--- src/rtl/fpx_pkg.sv ---
// Package: shared field positions and flag encoding for the exception
// status recorder. Assumes the 5-bit flag order is the same in every field.
package fpx_pkg;
    localparam int FLAG_W   = 5;
    localparam int NV_BIT   = 4;   // invalid
    localparam int OF_BIT   = 3;   // overflow
    localparam int UF_BIT   = 2;   // underflow
    localparam int DZ_BIT   = 1;   // divide by zero
    localparam int NX_BIT   = 0;   // inexact
    localparam int CUR_LSB  = 0;
    localparam int ACC_LSB  = 5;
    localparam int TT_LSB   = 14;
    localparam int TT_W     = 3;
    localparam int MASK_LSB = 23;
    localparam int MIN_STAT_W = MASK_LSB + FLAG_W;
    localparam logic [TT_W-1:0] TT_IEEE = 3'd1;
    localparam logic [TT_W-1:0] TT_NONE = 3'd0;
    localparam int N_PRIO = 3;

    typedef logic [FLAG_W-1:0] flags_t;

    // Priority list used to reduce a multi-bit trapping set, highest first.
    function automatic int prio_bit(input int idx);
        case (idx)
            0:       return NV_BIT;
            1:       return DZ_BIT;
            default: return NX_BIT;
        endcase
    endfunction
endpackage

--- src/rtl/fpx_trap_select.sv ---
// Module: decides whether the flags trap and picks the flags to record.
// Assumes raw_flags is already qualified by the caller; purely combinational.
module fpx_trap_select
    import fpx_pkg::*;
(
    input  flags_t raw_flags,
    input  flags_t en_mask,
    output logic   take_trap,
    output flags_t sel_flags
);
    flags_t masked;
    flags_t reduced;

    // Purpose: flags that are both raised and enabled.
    always_comb begin
        masked    = raw_flags & en_mask;
        take_trap = |masked;
    end

    // Purpose: keep one bit of a multi-bit trapping set by fixed priority.
    always_comb begin
        logic hit;
        reduced = masked;
        hit     = 1'b0;
        if ($countones(masked) > 1) begin
            for (int k = 0; k < N_PRIO; k++) begin
                if (!hit && masked[prio_bit(k)]) begin
                    reduced          = '0;
                    reduced[prio_bit(k)] = 1'b1;
                    hit              = 1'b1;
                end
            end
        end
    end

    // Purpose: recorded flags are the reduced set on a trap, raw otherwise.
    always_comb begin
        sel_flags = take_trap ? reduced : raw_flags;
    end
endmodule

--- src/rtl/fpx_field_update.sv ---
// Module: builds the next status word from the current one and the
// selected flags. Assumes STAT_W covers the enable mask; combinational.
module fpx_field_update
    import fpx_pkg::*;
#(
    parameter int STAT_W = 32
) (
    input  logic [STAT_W-1:0] stat_cur,
    input  flags_t            raw_flags,
    input  flags_t            sel_flags,
    input  logic              take_trap,
    output logic [STAT_W-1:0] stat_nxt
);
    flags_t cur_field;
    flags_t acc_field;

    // Purpose: current field, with inexact added for untrapped OF/UF.
    always_comb begin
        cur_field = sel_flags;
        if (!take_trap && (sel_flags[OF_BIT] || sel_flags[UF_BIT]))
            cur_field[NX_BIT] = 1'b1;
    end

    // Purpose: accrued field merges raw flags, or clears on a trap.
    always_comb begin
        if (take_trap)
            acc_field = '0;
        else
            acc_field = stat_cur[ACC_LSB +: FLAG_W] | raw_flags;
    end

    // Purpose: assemble the word, leaving every other bit untouched.
    always_comb begin
        stat_nxt = stat_cur;
        stat_nxt[CUR_LSB +: FLAG_W] = cur_field;
        stat_nxt[ACC_LSB +: FLAG_W] = acc_field;
        stat_nxt[TT_LSB +: TT_W]    = take_trap ? TT_IEEE : TT_NONE;
    end
endmodule

--- src/rtl/fpx_status_rec.sv ---
// Module: top of the exception status recorder. Holds the status register
// and the registered trap request. Assumes a software write has priority.
module fpx_status_rec
    import fpx_pkg::*;
#(
    parameter int STAT_W = 32
) (
    input  logic              clk,
    input  logic              rst_n,
    input  logic              op_valid,
    input  logic [4:0]        op_flags,
    input  logic              sw_wr_en,
    input  logic [STAT_W-1:0] sw_wr_data,
    output logic [STAT_W-1:0] status_q,
    output logic              trap_req
);
    logic [STAT_W-1:0] stat_q;
    logic [STAT_W-1:0] stat_nxt;
    logic              trap_q;
    logic              take_trap;
    flags_t            sel_flags;
    logic              upd_fire;

    // Purpose: an update needs a valid strobe and at least one flag.
    always_comb begin
        upd_fire = op_valid && (|op_flags);
    end

    fpx_trap_select u_sel (
        .raw_flags (op_flags),
        .en_mask   (stat_q[MASK_LSB +: FLAG_W]),
        .take_trap (take_trap),
        .sel_flags (sel_flags)
    );

    fpx_field_update #(.STAT_W(STAT_W)) u_upd (
        .stat_cur  (stat_q),
        .raw_flags (op_flags),
        .sel_flags (sel_flags),
        .take_trap (take_trap),
        .stat_nxt  (stat_nxt)
    );

    // Purpose: status register; software write wins over an update.
    always_ff @(posedge clk) begin
        if (!rst_n)
            stat_q <= '0;
        else if (sw_wr_en)
            stat_q <= sw_wr_data;
        else if (upd_fire)
            stat_q <= stat_nxt;
    end

    // Purpose: one-cycle trap request for an update that trapped.
    always_ff @(posedge clk) begin
        if (!rst_n)
            trap_q <= 1'b0;
        else
            trap_q <= !sw_wr_en && upd_fire && take_trap;
    end

    assign status_q = stat_q;
    assign trap_req = trap_q;
endmodule

--- config.mk ---
export PLATFORM = sky130hd
export DESIGN_NAME = fpx_status_rec
export DESIGN_NICKNAME = d
export VERILOG_FILES = /design/src/rtl/fpx_pkg.sv /design/src/rtl/fpx_trap_select.sv /design/src/rtl/fpx_field_update.sv /design/src/rtl/fpx_status_rec.sv
export SDC_FILE = /design/constraint.sdc
export NUM_CORES = 1
export LEC_CHECK = 0
export CORE_MARGIN = 4
export CORE_UTILIZATION = 46
export CTS_BUF_LIST = sky130_fd_sc_hd__clkbuf_4
export DETAILED_ROUTE_END_ITERATION = 8
export DONT_BUFFER_PORTS = 1
export GPL_TIMING_DRIVEN = 0
export HOLD_SLACK_MARGIN = 0.1
export PLACE_DENSITY = 0.71
export SLEW_MARGIN = 20
export SYNTH_ARGS = -nofsm -noshare
export SYNTH_HDL_FRONTEND = slang
export SYNTH_HIERARCHICAL = 1
export SYNTH_SLANG_ARGS = --single-unit
--- constraint.sdc ---
create_clock -name clk -period 3.2 [get_ports clk]
set_input_delay 0.64 -clock clk [delete_from_list [all_inputs] [get_ports clk]]
set_output_delay 0.64 -clock clk [all_outputs]
set_load 0.03 [all_outputs]
Yosys cells after proc, flatten, opt, wreduce, memory -nomap -nowiden

Cells that the tools add are included.

Register bits after elaboration: 33
Bits of input ports: 41
Output and inout bits: 33
Word-level logic and storage cells: 74

Add/subtract/negate cells: 4
$lt $le $gt $ge: 10
Mux-type cells: 38
Bitwise gates (word level): 2
Reduce and logical (&&, ||, !) cells: 17

Operators with widths:

| cell                                                 | number |
|---|---|
| 2-to-1 mux 32 bit                                    | 10 |
| < comparator 32 x 5 -> 1 bit, second input constant  | 6 |
| >= comparator 32 x 1 -> 1 bit, second input constant | 3 |
| adder 32 x 1 -> 32 bit                               | 1 |
| adder 32 bit                                         | 1 |
| > comparator 32 x 2 -> 1 bit, second input constant  | 1 |
| 2-to-1 mux 5 bit                                     | 6 |
| 2-to-1 mux 17 bit                                    | 1 |
| 2-to-1 mux 1 bit                                     | 15 |
| OR reduction 5 bit                                   | 2 |
| binary-select mux 1 bit (select 3 bit)               | 3 |
| demux 1 bit (select 3 bit)                           | 3 |
| logical AND 1 bit                                    | 9 |
| AND 5 bit                                            | 1 |
| OR 5 bit                                             | 1 |
| adder 1 x 1 -> 2 bit                                 | 2 |
| zero test 1 bit                                      | 4 |
| nonzero test 2 bit                                   | 1 |
| logical OR 1 bit                                     | 1 |

Depth between registers and ports, before layout

Gate-level depths: netlist (run 1).

Depth in word-level cells: 31
Depth in mapped cells: 11
Mapped depth without buffers: 11

Cells and area by module

Netlist (run 1), hierarchy kept.

By module, submodules not included:

| module           | times used | cells an instance | area an instance (µm²) |
|---|---|---|---|
| fpx_status_rec   | 1          | 242               | 2292.2 |
| fpx_field_update | 1          | 39                | 251.5 |
| fpx_trap_select  | 1          | 33                | 206.4 |

Worst setup path before layout (run 1)

Ideal clock, no wire load.

Kind: flip-flop to flip-flop
From: register stat_q[23], in the netlist status_q[23]
To: register stat_q[0], in the netlist status_q[0]
Library setup time: 0.130 ns
Arrival: 2.507 ns
Required time: 3.070 ns
Slack: 0.563 ns
Stages on the path, launching flop included: 12
Path buffers: 0
Period minus slack after synthesis: 2.637 ns
Cells stage by stage: dfxtp_1 -> nand2_1 -> fa_1 -> inv_1 -> ha_1 -> nand3_1 -> nand2_1 -> a311oi_1 -> nor2_1 -> o21bai_2 -> a2111oi_0 -> nor3_1

Word-level cells in the longest chain between the ends: 20

RTL lines:

| what                                                  | RTL line               | RTL |
|---|---|---|
| start: declaration                                    | fpx_status_rec.sv:17   | `logic [STAT_W-1:0] stat_q;` |
| start signal: assignment                              | fpx_status_rec.sv:49   | `stat_q <= sw_wr_data;` |
| start signal: assignment                              | fpx_status_rec.sv:51   | `stat_q <= stat_nxt;` |
| AND 5 bit *                                           | fpx_trap_select.sv:16  | `masked = raw_flags & en_mask;` |
| branches (longest 13 deep; another with adder 32 bit) | -                      |  |
| 2-to-1 mux 5 bit *                                    | fpx_trap_select.sv:38  | `sel_flags = take_trap ? reduced : raw_flags;` |
| named net sel_flags[2]                                | fpx_status_rec.sv:21   | `flags_t sel_flags;` |
| logical OR 1 bit *                                    | fpx_field_update.sv:20 | `if (!take_trap && (sel_flags[OF_BIT] \|\| sel_flags[UF_BIT]))` |
| logical AND 1 bit *                                   | fpx_field_update.sv:20 |  |
| 2-to-1 mux 1 bit *                                    | fpx_field_update.sv:20 |  |
| named net stat_nxt[0]                                 | fpx_status_rec.sv:18   | `logic [STAT_W-1:0] stat_nxt;` |
| 2-to-1 mux 17 bit *                                   | fpx_status_rec.sv:50   | `else if (upd_fire)` |
| 2-to-1 mux 32 bit *                                   | fpx_status_rec.sv:48   | `else if (sw_wr_en)` |

Mark *: on every way through the listed nets, which the timed path passes. The select of a mux whose other input is x is not followed.
A chain may end at the register's enable or synchronous reset.

Final worst setup path (run 1)

From: register stat_q[26], in the netlist status_q[26]
To: register stat_q[2], in the netlist status_q[2]

Word-level cells in the longest chain between the ends: 17

RTL lines:

| what                                                  | RTL line |
|---|---|
| AND 5 bit *                                           | fpx_trap_select.sv:16 |
| branches (longest 13 deep; another with adder 32 bit) | - |
| 2-to-1 mux 5 bit *                                    | fpx_trap_select.sv:38 |
| named net sel_flags[2]                                | fpx_status_rec.sv:21 |
| 2-to-1 mux 17 bit *                                   | fpx_status_rec.sv:50 |
| 2-to-1 mux 32 bit *                                   | fpx_status_rec.sv:48 |

Marks and branches as above.

==> reports/results.tsv, run 1 <==
stage	metric	value	unit
outcome	status	completed	
global_route	Tot GR Track Use	0.216	
worst_setup_path	Critical Path AT	3.08	ns
sta	Fin. Hold Viols	0	
job	Max Cap Viol	0	
power	NetSw	0.424	mW
drt	total number of vias	2535	
logic_synthesis	Synth Cell Area	2750	um^2
layout	Antenna Cells	0	
worst_setup_path	Levels on crit path	10	
logic_synthesis	Seq/Total Area, Yosys	0.240	
sta	Final TNS setup	0	ns
power	clock network fraction of total power	0.280	
logic_synthesis	Async S/R FF share, synth	0	
logic_synthesis	Compound-Gate Fraction of Synth Area	0.240	
floorplan	core region area	5640	um^2
logic_synthesis	mux cell area share after synthesis	0	
logic_synthesis	Post-synth EDFFs	0	
logic_synthesis	number of synthesized register bits	33	
placement	DP Area	2840	um^2
clock_tree	total CTS buffers	5	
logic_synthesis	Synth cell types	40	
worst_setup_path	CP Class	register to register	
sta	Tcrit/Tclk final	0.889	
placement	count of buffers from port buffering	0	
worst_setup_path	R2R depth	10	
worst_setup_path	CP Cell Sequence	nand2_1 -> fa_1 -> inv_1 -> ha_1 -> nand3_1 -> nand2_1 -> a311oi_1 -> buf_4 -> a2111oi_0 -> nor3_1	
worst_setup_path	element type at the critical path end	register	
placement	HPWL Detailed	5600	um
drt	ANT nets after route	0	
logic_synthesis	synth cell count leaders	34 x nand2b_1, 33 x dfxtp_1, 31 x a2111oi_0	
worst_setup_path	CP max FO	8	
placement	gpl congestion	0.852	
sta	RSZ-0062 raised after global routing	false	
sta	worst slew pin tran	0.589	ns
power	pwr dens	393	nW/um^2
logic_synthesis	largest cells by area after synthesis	dfxtp_1 24%, nor4_2 12%, a2111oi_0 9.9%	
logic_synthesis	most numerous cell in the Yosys netlist	nand2b_1	
worst_setup_path	CP delay by family, top	adder cells	
layout	Final nets	366	
power	Int Pwr	0.724	mW
clock_tree	Root Buffer	clkbuf_4	
logic_synthesis	post-synth top area cell	dfxtp_1	
worst_setup_path	cell mode on critical path	nand2_1	
logic_synthesis	Post-Synth Adder-Cell Area	0.0164	
clock_tree	post-CTS setup buffer count	0	
logic_synthesis	syn avg cell area	8.76	um^2
power	Sequential Power Share	0.491	
logic_synthesis	largest family of logic cells by synthesized area	simple AND/OR/NAND/NOR gates	
global_route	wire length of the first global-routing pass	12700	um
min_path	Hold Path Class	primary input to register	
sta	final setup vio count	0	
worst_setup_path	CP bufs+invs	2	
logic_synthesis	XOR/XNOR share of the synthesized area	0	
drt	Total Routed Length	7880	um
global_route	vias in the first global route	2548	
sta	fin crit period	2.84	ns
logic_synthesis	post-synthesis simple-gate area fraction	0.337	
logic_synthesis	Synth warnings	6	
floorplan	width of the die	85.3	um
drt	iteration-0 DRC count of the detailed router	131	
min_path	Hold Path Depth	2	
worst_setup_path	largest stage delay on the critical path	0.70	ns
power	Logic pwr share	0.228	
power	Pleak	0.926	nW
power	worst vdd ir	0.000174	V
clock_tree	hold buffers post-CTS	0	
floorplan	die height	85.3	um
floorplan	num ports	74	
sta	Slew HR	0.607	
drt	router iterations before antenna repair	4	
logic_synthesis	post-synth top area share	0.240	
logic_synthesis	main flop type after synthesis	dfxtp_1	
global_route	total gr overflow	0	
drt	vias per cell	6.43	
layout	Finished Cell Area	2920	um^2
floorplan	DIE AREA	7280	um^2
clock_tree	H-tree depth	2	
worst_setup_path	startpoint types	register	
worst_setup_path	worst endpoint required time	3.44	ns
clock_tree	CTS Buffer Depth	2	
layout	Filler cells	520	
global_route	pin count of the biggest net entering global routing	11	
drt	Avg WL per Cell	20.0	um
sta	Slew Limit Fails	0	
clock_tree	CTS Sinks	33	
clock_tree	CTS tree	built	
clock_tree	Reg clk slew, reported paths	0.12	ns
floorplan	initial core utilization	0.487	
layout	Layout area overhead	6.14	%
floorplan	# rows	27	
logic_synthesis	cell count after synthesis	314	
sta	Max Clock Freq	352	MHz
layout	share of layout cells above drive strength 1	0.270	
clock_tree	clk_lat worst skew	0.36	ns
drt	DRC	0	
global_route	initial antenna violation count	0	
power	Sw Ratio	0.370	
sta	Clock Skews	0.0162	ns
worst_setup_path	Critical-path top delay cell	dfxtp_1	
-- cells in the final DEF (no fill, tap or decap), types with 3 or more instances in the layout --
master and n:
nand3_1 3, nor2_1 14, clkbuf_1 17, inv_1 7, o311ai_0 28, nor4_2 26
dfxtp_1 31, or3_1 3, a2111oi_0 31, buf_2 7, nor3_1 30, clkbuf_4 5
buf_4 30, buf_6 4, nand2_1 8, a21oi_1 4, nand2b_1 34
-- metal layers --
metal,up-vias,wire length [um],GRT usage
met2,89,3810,0.333
met3,7,634,0.0699
met4,0,55,0.0835
li1,1215,-,-
met5,-,0,0
met1,1224,3390,0.277
-- final cells by class --
class,count,area [um^2],share of cell area
flip-flops and latches,33,663,0.227
well taps,72,90.1,0.0309
clock inverters,2,35.0,0.0120
inverters,7,26.3,0.00900
plain buffers,62,428,0.147
clock buffers,5,37.5,0.0129
multi-input cells,213,1640,0.562
-- cell families (layout without fill, tap and decap cells) --
family | Yosys count | after routing
AO/OA/AOI/OAI | 77 | 77
AND/OR/NAND/NOR | 131 | 131
buffers and inverters | 69 | 76
flip-flops | 33 | 33
adder cells (fa/ha/maj) | 3 | 3
other | 1 | 2
-- per-stage QoR --
step	instances	utilization	total power [mW]	worst slack, ns	hold slack [ns]
4_1_cts	394	0.517	1.15	0.185	0.445
3_5_place_dp	387	0.504	0.834	0.223	0.829
5_1_grt	394	0.517	1.20	0.112	0.455
3_3_place_gp	387	0.504	0.827	0.261	0.821
6_report	394	0.517	1.15	0.356	0.448
2_1_floorplan	315	-	0.772	0.563	0.781
-- path summary, 6_finish.rpt --
kind | start | endpoint | slack [ns]
worst min-delay path | rst_n | trap_req | 0.45
worst min register to register | status_q[23] | status_q[23] | 0.83
worst max register to register | status_q[26] | status_q[2] | 0.36
worst max-delay path | status_q[26] | status_q[2] | 0.36
-- sequential cells by signal (all words and copies together) (netlist names) --
| register | count |
|---|---|
| trap_req | 1 |
| status_q | 32 |
-- repair_timing --
action / 4_1_cts / 5_1_grt
resized for setup: 0 / 2
hold endpoints to repair: 0 / 0
setup endpoints to repair: 0 / 2
-- power groups by stage --
stage	Sequential [mW]	Clock, mW	Combinational, mW
floorplan	0.559	0	0.213
global placement	0.572	0	0.256
detailed placement	0.573	0	0.261
CTS	0.564	0.323	0.261
global route	0.570	0.341	0.290
finish	0.564	0.322	0.262
Power figures use the tool's default switching activity.
==> run 2: changes to the inputs <==
- GPL_TIMING_DRIVEN: 0 -> not set
==> run 2 against run 1 <==
Via count fell by 7.7%. Largest cell class unchanged. Core utilization fell by 7.0 points. Global-route usage fell by 2.6 points. Register-to-register slack improved by 0.36 ns.
==> reports/results.tsv, run 2 (synthesized netlist as in run 1, its figures left out) <==
stage	metric	value	unit
drt	DRC	0	
min_path	Hold Path Class	primary input to register	
clock_tree	post-CTS setup buffer count	0	
drt	ANT nets after route	0	
layout	Layout area overhead	-8.23	%
clock_tree	clk_lat worst skew	0.34	ns
layout	Final Non-Filler Cells	338	
drt	Total Routed Length	7020	um
layout	commonest non-fill, non-tap cell in the layout	nand2b_1	
worst_setup_path	Critical Path AT	2.71	ns
global_route	grt peak-use layer	met2	
clock_tree	post-cts sizing count	0	
placement	count of buffers from port buffering	0	
placement	placed insts	330	
sta	Slew HR	0.322	
worst_setup_path	element type at the critical path end	register	
power	pwr dens	393	nW/um^2
clock_tree	hold buffers post-CTS	0	
floorplan	num ports	74	
layout	most frequent cells in the layout	34 x nand2b_1, 33 x dfxtp_1, 31 x a2111oi_0	
clock_tree	CTS tree	built	
sta	Clock Skews	0.00996	ns
sta	Tcrit/Tclk final	0.775	
floorplan	initial core utilization	0.487	
power	Pleak	0.691	nW
sta	final setup margin	0.720	ns
floorplan	core region area	5640	um^2
sta	Max Clock Freq	403	MHz
worst_setup_path	worst endpoint required time	3.43	ns
worst_setup_path	startpoint types	register	
placement	gpl congestion	0.893	
layout	Antenna Cells	0	
sta	worst hold margin	0.407	ns
clock_tree	Root Buffer	clkbuf_4	
sta	final setup vio count	0	
clock_tree	CTS Sinks	33	
drt	Avg WL per Cell	20.8	um
floorplan	# rows	27	
clock_tree	Reg clk slew, reported paths	0.11	ns
global_route	total gr overflow	0	
worst_setup_path	CP max FO	4	
global_route	initial antenna violation count	0	
drt	total number of vias	2341	
global_route	pin count of the biggest net entering global routing	132	
floorplan	die height	85.3	um
layout	share of layout cells above drive strength 1	0.180	
clock_tree	total CTS buffers	5	
sta	Final TNS setup	0	ns
drt	router iterations before antenna repair	6	
job	Max Cap Viol	0	
worst_setup_path	CP Class	register to register	
layout	Final nets	309	
outcome	status	completed	
sta	Fin. Hold Viols	0	
global_route	vias in the first global route	2136	
drt	vias per cell	6.93	
sta	Slew Limit Fails	0	
floorplan	DIE AREA	7280	um^2
layout	max reg flops	32	
sta	RSZ-0062 raised after global routing	false	
placement	HPWL Detailed	4150	um
clock_tree	H-tree depth	2	
drt	iteration-0 DRC count of the detailed router	202	
sta	fin crit period	2.48	ns
global_route	M1 GR Usage	0.263	
placement	pre-CTS WS	0.448	ns
power	worst vdd ir	0.000173	V
global_route	Tot GR Track Use	0.189	
clock_tree	CTS Buffer Depth	2	
global_route	GR Util met2	0.287	
sta	worst slew pin tran	1.02	ns
floorplan	width of the die	85.3	um
global_route	M3 GR Usage	0.0505	
global_route	wire length of the first global-routing pass	11300	um
==> run 2: changes by cell type in the layout (fill, tap and decap cells not counted), moves of 3 or more <==
cell      before  now
buf_2          7    0
buf_4         30    5
buf_6          4    0
clkbuf_1      17    0
clkbuf_4       5    8
==> run 2: through the flow <==
stage | area [um^2] | utilization | total power [mW]
CTS | 2520 | 0.447 | 1.00
global route | 2520 | 0.447 | 1.04
detailed placement | 2460 | 0.437 | 0.739
global placement | 2460 | 0.437 | 0.735
floorplan | 2750 | - | 0.772
finish | 2520 | 0.447 | 0.991
==> run 2: report_power, final <==
part	total (mW)	switching (mW)	leakage (nW)	internal (mW)
logic	0.179	0.106	0.379	0.0734
clock network	0.261	0.147	0.0368	0.113
registers	0.551	0.105	0.275	0.445
total	0.991	0.359	0.691	0.632
==> run 2: path summary, 6_finish.rpt <==
kind,startpoint,end,slack (ns),depth (start not counted)
setup / recovery,status_q[23],status_q[0],0.72,11
hold / removal,sw_wr_en,trap_req,0.41,1
setup reg to reg,status_q[23],status_q[0],0.72,11
hold reg to reg,status_q[24],status_q[24],0.82,3
==> run 2: worst max-delay path, cell delays in order (launching register included) <==
cell and delay [ns]:
dfxtp_1 0.36, nand2_1 0.14, fa_1 0.55, inv_1 0.04
ha_1 0.26, nand3_1 0.09, nand2_1 0.15, a311oi_1 0.12
nor2_1 0.17, o21bai_2 0.06, a2111oi_0 0.34, nor3_1 0.08
==> run 2: layout make-up <==
| cell class | instances | area, um^2 |
|---|---|---|
| flip-flops and latches | 33 | 661 |
| repair buffers | 5 | 37.5 |
| well taps | 72 | 90.1 |
| fillers | 569 | 3120 |
| clock buffers | 8 | 60.1 |
| inverters | 7 | 26.3 |
| multi-input cells | 213 | 1650 |
==> run 2: layer usage <==
metal / vias up / part of all wire
li1: 1109 / -
met1: 1145 / 0.46
met2: 77 / 0.46
met3: 10 / 0.068
met4: 0 / 0.012
met5: - / 0
